**src/rtl/ipt_pkg.sv**
```systemverilog
package ipt_pkg;

    localparam int DEF_VPN_W  = 20;
    localparam int DEF_OFF_W  = 12;
    localparam int DEF_FRAMES = 64;
    localparam int DEF_PFN_W  = 16;

    typedef enum logic [1:0] {
        ST_IDLE  = 2'b00,
        ST_HIT   = 2'b01,
        ST_FAULT = 2'b10,
        ST_MISS  = 2'b11
    } xlat_status_e;

endpackage

```
**src/rtl/ipt_hash.sv**
```systemverilog
module ipt_hash #(
    parameter int VPN_W = ipt_pkg::DEF_VPN_W,
    parameter int IDX_W = 6
) (
    input  logic [VPN_W-1:0] vpn,
    output logic [IDX_W-1:0] idx
);
    localparam int HALF_W = VPN_W / 2;

    logic [HALF_W-1:0] folded;

    assign folded = vpn[VPN_W-1 -: HALF_W] ^ vpn[HALF_W-1:0];

    always_comb begin
        idx = '0;
        for (int i = 0; i < HALF_W; i++) begin
            idx[i % IDX_W] = idx[i % IDX_W] ^ folded[i];
        end
    end
endmodule

```
**src/rtl/ipt_store.sv**
```systemverilog
module ipt_store #(
    parameter int VPN_W  = ipt_pkg::DEF_VPN_W,
    parameter int PFN_W  = ipt_pkg::DEF_PFN_W,
    parameter int FRAMES = ipt_pkg::DEF_FRAMES,
    localparam int IDX_W = $clog2(FRAMES)
) (
    input  logic             clk,
    input  logic             rst,
    input  logic             wr_en,
    input  logic [IDX_W-1:0] wr_idx,
    input  logic [VPN_W-1:0] wr_tag,
    input  logic [PFN_W-1:0] wr_pfn,
    input  logic             wr_resident,
    input  logic [IDX_W-1:0] rd_idx,
    output logic             rd_used,
    output logic             rd_resident,
    output logic [VPN_W-1:0] rd_tag,
    output logic [PFN_W-1:0] rd_pfn
);
    typedef struct packed {
        logic             used;
        logic             resident;
        logic [VPN_W-1:0] tag;
        logic [PFN_W-1:0] pfn;
    } slot_t;

    slot_t slots [FRAMES];

    for (genvar g = 0; g < FRAMES; g++) begin : g_slot
        always_ff @(posedge clk) begin
            if (rst) begin
                slots[g] <= '0;
            end else if (wr_en && (wr_idx == IDX_W'(g))) begin
                slots[g].used     <= 1'b1;
                slots[g].resident <= wr_resident;
                slots[g].tag      <= wr_tag;
                slots[g].pfn      <= wr_pfn;
            end
        end
    end

    slot_t sel;
    assign sel         = slots[rd_idx];
    assign rd_used     = sel.used;
    assign rd_resident = sel.resident;
    assign rd_tag      = sel.tag;
    assign rd_pfn      = sel.pfn;
endmodule

```
**src/rtl/ipt_judge.sv**
```systemverilog
module ipt_judge #(
    parameter int VPN_W = ipt_pkg::DEF_VPN_W,
    parameter int OFF_W = ipt_pkg::DEF_OFF_W,
    parameter int PFN_W = ipt_pkg::DEF_PFN_W,
    localparam int PA_W = PFN_W + OFF_W
) (
    input  logic             clk,
    input  logic             rst,
    input  logic             req_valid,
    input  logic [VPN_W-1:0] req_vpn,
    input  logic [OFF_W-1:0] req_off,
    input  logic             ent_used,
    input  logic             ent_resident,
    input  logic [VPN_W-1:0] ent_tag,
    input  logic [PFN_W-1:0] ent_pfn,
    output logic             rsp_valid,
    output logic [1:0]       rsp_status,
    output logic [PA_W-1:0]  rsp_paddr
);
    import ipt_pkg::*;

    xlat_status_e verdict;
    logic         tag_eq;

    assign tag_eq = ent_used && (ent_tag == req_vpn);

    always_comb begin
        if (!tag_eq)
            verdict = ST_MISS;
        else if (ent_resident)
            verdict = ST_HIT;
        else
            verdict = ST_FAULT;
    end

    always_ff @(posedge clk) begin
        if (rst) begin
            rsp_valid  <= 1'b0;
            rsp_status <= ST_IDLE;
            rsp_paddr  <= '0;
        end else begin
            rsp_valid <= req_valid;
            if (req_valid) begin
                rsp_status <= verdict;
                rsp_paddr  <= (verdict == ST_HIT) ? {ent_pfn, req_off} : '0;
            end else begin
                rsp_status <= ST_IDLE;
                rsp_paddr  <= '0;
            end
        end
    end
endmodule

```
**src/rtl/ipt_lookup.sv**
```systemverilog
module ipt_lookup #(
    parameter int VPN_W  = ipt_pkg::DEF_VPN_W,
    parameter int OFF_W  = ipt_pkg::DEF_OFF_W,
    parameter int PFN_W  = ipt_pkg::DEF_PFN_W,
    parameter int FRAMES = ipt_pkg::DEF_FRAMES,
    localparam int IDX_W = $clog2(FRAMES),
    localparam int VA_W  = VPN_W + OFF_W,
    localparam int PA_W  = PFN_W + OFF_W
) (
    input  logic             clk,
    input  logic             rst,
    input  logic             req_valid,
    input  logic [VA_W-1:0]  req_vaddr,
    input  logic             wr_en,
    input  logic [IDX_W-1:0] wr_idx,
    input  logic [VPN_W-1:0] wr_tag,
    input  logic [PFN_W-1:0] wr_pfn,
    input  logic             wr_resident,
    output logic             rsp_valid,
    output logic [1:0]       rsp_status,
    output logic [PA_W-1:0]  rsp_paddr
);
    logic [VPN_W-1:0] vpn;
    logic [OFF_W-1:0] off;
    logic [IDX_W-1:0] idx;
    logic             e_used, e_res;
    logic [VPN_W-1:0] e_tag;
    logic [PFN_W-1:0] e_pfn;

    assign vpn = req_vaddr[VA_W-1:OFF_W];
    assign off = req_vaddr[OFF_W-1:0];

    ipt_hash #(.VPN_W(VPN_W), .IDX_W(IDX_W)) u_hash (
        .vpn (vpn),
        .idx (idx)
    );

    ipt_store #(.VPN_W(VPN_W), .PFN_W(PFN_W), .FRAMES(FRAMES)) u_store (
        .clk         (clk),
        .rst         (rst),
        .wr_en       (wr_en),
        .wr_idx      (wr_idx),
        .wr_tag      (wr_tag),
        .wr_pfn      (wr_pfn),
        .wr_resident (wr_resident),
        .rd_idx      (idx),
        .rd_used     (e_used),
        .rd_resident (e_res),
        .rd_tag      (e_tag),
        .rd_pfn      (e_pfn)
    );

    ipt_judge #(.VPN_W(VPN_W), .OFF_W(OFF_W), .PFN_W(PFN_W)) u_judge (
        .clk          (clk),
        .rst          (rst),
        .req_valid    (req_valid),
        .req_vpn      (vpn),
        .req_off      (off),
        .ent_used     (e_used),
        .ent_resident (e_res),
        .ent_tag      (e_tag),
        .ent_pfn      (e_pfn),
        .rsp_valid    (rsp_valid),
        .rsp_status   (rsp_status),
        .rsp_paddr    (rsp_paddr)
    );
endmodule

```
**config.mk**
```make
export PLATFORM = sky130hd
export DESIGN_NAME = ipt_lookup
export DESIGN_NICKNAME = d
export VERILOG_FILES = /design/src/rtl/ipt_pkg.sv /design/src/rtl/ipt_hash.sv /design/src/rtl/ipt_store.sv /design/src/rtl/ipt_judge.sv /design/src/rtl/ipt_lookup.sv
export SDC_FILE = /design/constraint.sdc
export NUM_CORES = 2
export LEC_CHECK = 0
export ABC_AREA = 1
export ABC_CLOCK_PERIOD_IN_PS = 8000
export BUFFER_PORTS_ARGS = -buffer_cell sky130_fd_sc_hd__buf_2
export CORE_MARGIN = 2
export CORE_UTILIZATION = 55
export DETAILED_ROUTE_END_ITERATION = 12
export PLACE_DENSITY = 0.78
export SETUP_SLACK_MARGIN = 0.2
export SLEW_MARGIN = 20
export SYNTH_ARGS = -nofsm -noshare
export SYNTH_HDL_FRONTEND = slang
export SYNTH_SLANG_ARGS = --single-unit
```
**constraint.sdc**
```tcl
create_clock -name clk -period 8 [get_ports clk]
set_clock_uncertainty 0.2 [all_clocks]
set_input_delay 0.4 -clock clk [delete_from_list [all_inputs] [get_ports clk]]
set_output_delay 0.4 -clock clk [all_outputs]
set_load 0.005 [all_outputs]
```
==> impl_summary.txt <==
----------------------------------------------------
[Run status]
  Run status ... finished clean

[Detailed routing]
  Initial DRC count ... 15400
  Total iterations of the first detailed-routing run ... 7
  DR vias ... approximately 88000
  Antenna Violating Nets Remaining ... 0
  Number of design rule violations left after detail routing ... 0
  Routed length per placed instance ... 26.1 um
  Aggregate routed wire length ... roughly 370000 um
  DR vias/cell ... roughly 6.3

[Final layout]
  Area of the multi-input gates ... 31800 um2
  Layout cell share with drive strength beyond 1 ... roughly 7.9%
  Storage element area ... between 70000 and 80000 um2
  Post-route cell area ... 122000 um2
  Fill count ... 16200
  Area growth from synthesis to final layout ... 8.34%
  Number of nets in the final layout ... 11300

[Place]
  Final weighted congestion in routability-driven placement ... 0.938
  Post-Place Cell Area ... 114000 um2
  Number of buffer cells added on primary ports ... about 110
  HPWL after detailed placement ... 195000 um

[STA]
  Relative slew slack ... about an eighth
  Transition time at the pin with the least slew margin ... 1.29 ns
  Final-layout worst hold slack ... 0.0613 ns
  Total setup violations reported at the end of the flow ... 0
  Post-route fraction of the period consumed by the critical path ... 76.6%
  Final total negative setup slack ... 0 ns
  Final period demand of the worst path ... 6.13 ns
  Final Hold Vio Count ... 0
  Setup repair after global routing missed its margin ... no
  Max Transition Viols Final ... 0
  Maximum clock frequency ... 163 MHz

[Pwr]
  IR drop worst, VDD ... 283 uV
  Static power due to leakage ... 47.2 nW
  Pwr per Cell Area ... about 260 nW/um2

[Synthesis]
  Fraction of the yosys area taken by sequential cells ... 65.3%
  Synth Net Count ... 11700
  Async set-or-reset flop fraction in the synthesized netlist ... 0%
  Avg Inst Size Synth ... 9.73 um2
  Syn Inst Count ... 11600
  Dominant cells by area after synthesis ... edfxtp_1 (65%), nor2_1 (11%), nand3_1 (5.5%)
  Total of flip-flops plus latches after synthesis ... 2463
  Most used flip-flop cell after synthesis ... edfxtp_1
  Yosys top cell area share ... between 60% and 70%
  Most area-hungry cell type in the Yosys netlist ... edfxtp_1
  Post-synth design cell area ... 113000 um2
  Count of flip-flops with a built-in enable after synthesis ... ~2400
  Cell with the most instances after synthesis ... nor2_1
  Unique cell type count in the Yosys netlist ... 39
  Top post-synthesis cells by count ... nor2_1 (3171), edfxtp_1 (2431), nand2_1 (1552)
  Synthesis Warnings ... 0

[GRT]
  Wire length of the first global-routing pass ... between 500000 and 600000 um
  Vias in the first global route ... 84900
  Global-route total usage across every layer ... 34.7%
  Pin count of the biggest net entering global routing ... 175
  Number of antenna violations at the first check in global routing ... 28
  GRT Residual Overflow ... 0

[Setup path]
  Number of buffers and inverters on the critical path ... 7
  Worst setup path startpoint ... req_vaddr[12]
  Endpoint of the lowest-slack register-to-register path ... u_judge.rsp_status[1]
  Highest net fanout along the worst path ... 174
  Series of cell instances along the critical path ... dlygate4sd3_1 > buf_2 > inv_1 > nand2_1 > nand2_2 > nand2_1 > nand2_4 > buf_12 > nand2_1 > nand3_1 > nand2_1 > nand2_1 > nand2_1 > o211ai_1 > nand3_1 > a21oi_1 > nand3b_1 > dlygate4sd3_1 > nor2_4 > dlygate4sd3_1 > a31oi_1 > dlygate4sd3_1
  Worst reg2reg startpoint ... u_store.slots[50][30]
  Kind of end point of the critical path ... flop
  Worst endpoint data arrival time ... 6.79 ns
  Nature of the critical path startpoint ... input port
  Count of cells along the worst register-to-register path ... 13
  Maximum single-stage delay on the critical path ... ~0.73 ns
  Required time at the endpoint of the critical path ... slightly below 9 ns
  Reg-to-reg slack, setup ... 3.62 ns
  Last element of the critical path ... u_judge.rsp_status[1]
  Crit-path leading delay family ... buffers and inverters
  Most used cell, CP ... nand2_1
  Setup CP Type ... input port to flop
  Slowest-stage cell, CP ... nand2_4
  Logic depth of the worst setup path including buffers ... 22

[Floorplanning]
  Die Height ... 457 um
  Standard cell core area ... 204000 um2
  Die outline width ... 457 um
  Count of boundary I/O pins ... between 100 and 150
  Std-Cell Rows ... between 150 and 200
  Full die area ... approximately 210000 um2
  Effective utilization at floorplan ... a little under three fifths

[CTS]
  Insertion delay of the later-clocked pin in the worst-skew pair ... 0.93 ns
  Clock tree from TritonCTS ... built
  Depth of the CTS H-tree ... 4
  Clock transition at the registers of the reported paths ... 0.07 ns
  Max Buffers Root-to-Sink ... 3
  Number of buffers inserted during clock tree synthesis ... 237
  Clk Tree Root Cell ... clkbuf_16
  Number of post-CTS setup repair buffers ... 0
  Total number of clock tree sinks ... about 2500

[Min path]
  Hold crit path type ... input port to flop

[Job]
  Number of maximum-capacitance constraint violations ... 0

----------------------------------------------------
cell type report:
class | instances | share of cell area (%)
Clock buffer | 291 | 5.12
Antenna cell | 10 | 0.0205
Sequential cell | 2463 | 60.2
Inverter | 908 | 2.80
Multi-Input combinational cell | 7260 | 26.0
Tap cell | 2688 | 2.75
Timing Repair Buffer | 317 | 2.00
Clock inverter | 153 | 1.06
flip-flops by register name, indices dropped and copies added (netlist names):
| signal | flops |
|---|---|
| u_store.slots | 2432 |
| u_judge.rsp_valid | 1 |
| u_judge.rsp_status | 2 |
| u_judge.rsp_paddr | 28 |
how the worst min path moves through the flow:
stage                           from                     to  slack [ns]  depth (start not counted)
2_1_floorplan  u_store.slots[32][37]  u_store.slots[32][37]        0.23                          2
3_3_place_gp   u_store.slots[32][37]  u_store.slots[32][37]        0.27                          2
3_5_place_dp   u_store.slots[32][37]  u_store.slots[32][37]        0.27                          2
4_1_cts                 req_vaddr[1]   u_judge.rsp_paddr[1]        0.03                          4
5_1_grt                 req_vaddr[0]   u_judge.rsp_paddr[0]        0.08                          4
6_report                req_vaddr[1]   u_judge.rsp_paddr[1]        0.06                          4
logic make-up (layout without fill, tap and decap cells):
logic type | after synthesis | after routing | synth area share (%)
DFF | 2463 | 2463 | 65.3
AOI/OAI and AO/OA | 1151 | 1151 | 5.72
xor gates and xnor gates | 12 | 12 | 0.0998
buffers and inverters | 1873 | 1669 | 6.89
and+or+nand+nor | 6097 | 6097 | 22.0
other | 0 | 10 | 0
layout by cell type, fill, tap and decap left out, types with 15 or more instances in the layout:
cell type      synthesis  layout
buf_12                 0      22
buf_2                224     109
buf_4                 46     160
bufinv_16              0      18
clkbuf_1             446      46
clkbuf_16              0     241
clkinv_1               2      62
clkinv_2               0      53
dfxtp_1               32      32
dlygate4sd3_1          0      26
edfxtp_1            2431    2431
inv_1                802     801
inv_2                104     103
nand2_1             1552    1493
nand2_2                6      52
nand3_1             1233    1232
nor2_1              3171    3171
o211ai_1              56      56
o21ai_0              695     674
o21ai_1               26      41
o22a_1                15      15
o22ai_1              337     337
or2_1                 30      30
or2_2                 56      56
worst register-to-register path, delay by kind of cell, from the launching register on:
| kind | cells | cell delay [ns] |
|---|---|---|
| flip-flops | 1 | 0.38 |
| buffers and inverters | 3 | 1.79 |
| AO/OA/AOI/OAI | 3 | 0.30 |
| AND/OR/NAND/NOR | 7 | 1.63 |
timing repair:
action                                 in CTS  in global routing
endpoints found under the hold margin      72                  0
gates resized for setup                     0                  0
hold buffers                               26                  0
routing by layer:
layer / track usage [%] / up-vias / wire (um)
li1: - / 37700 / -
met1: 43.6 / 41800 / 121000
met2: 51.9 / 7281 / 161000
met3: 10.4 / 1415 / 57300
met4: 23.5 / 22 / 28900
met5: 0 / - / 138
where the power goes:
group / internal, mW / leakage, nW / switching, mW
Clock: 6.11 / 3.69 / 4.93
Combinational: 1.23 / 20.1 / 3.99
Sequential: 14.8 / 23.4 / 0.185
Total: 22.2 / 47.2 / 9.11
metrics by stage:
| stage | cells | setup WS, ns | utilization [%] | power, mW |
|---|---|---|---|---|
| CTS | 14100 | 2.19 | 59.8 | 31.0 |
| global placement | 13600 | 2.38 | 56.0 | 20.1 |
| floorplan | 11600 | 3.58 | - | 18.3 |
| detailed placement | 13600 | 2.35 | 56.0 | 20.2 |
| finish | 14100 | 1.87 | 59.8 | 31.3 |
| global route | 14100 | 1.69 | 59.8 | 32.0 |
(Power assumes the default switching activity.)
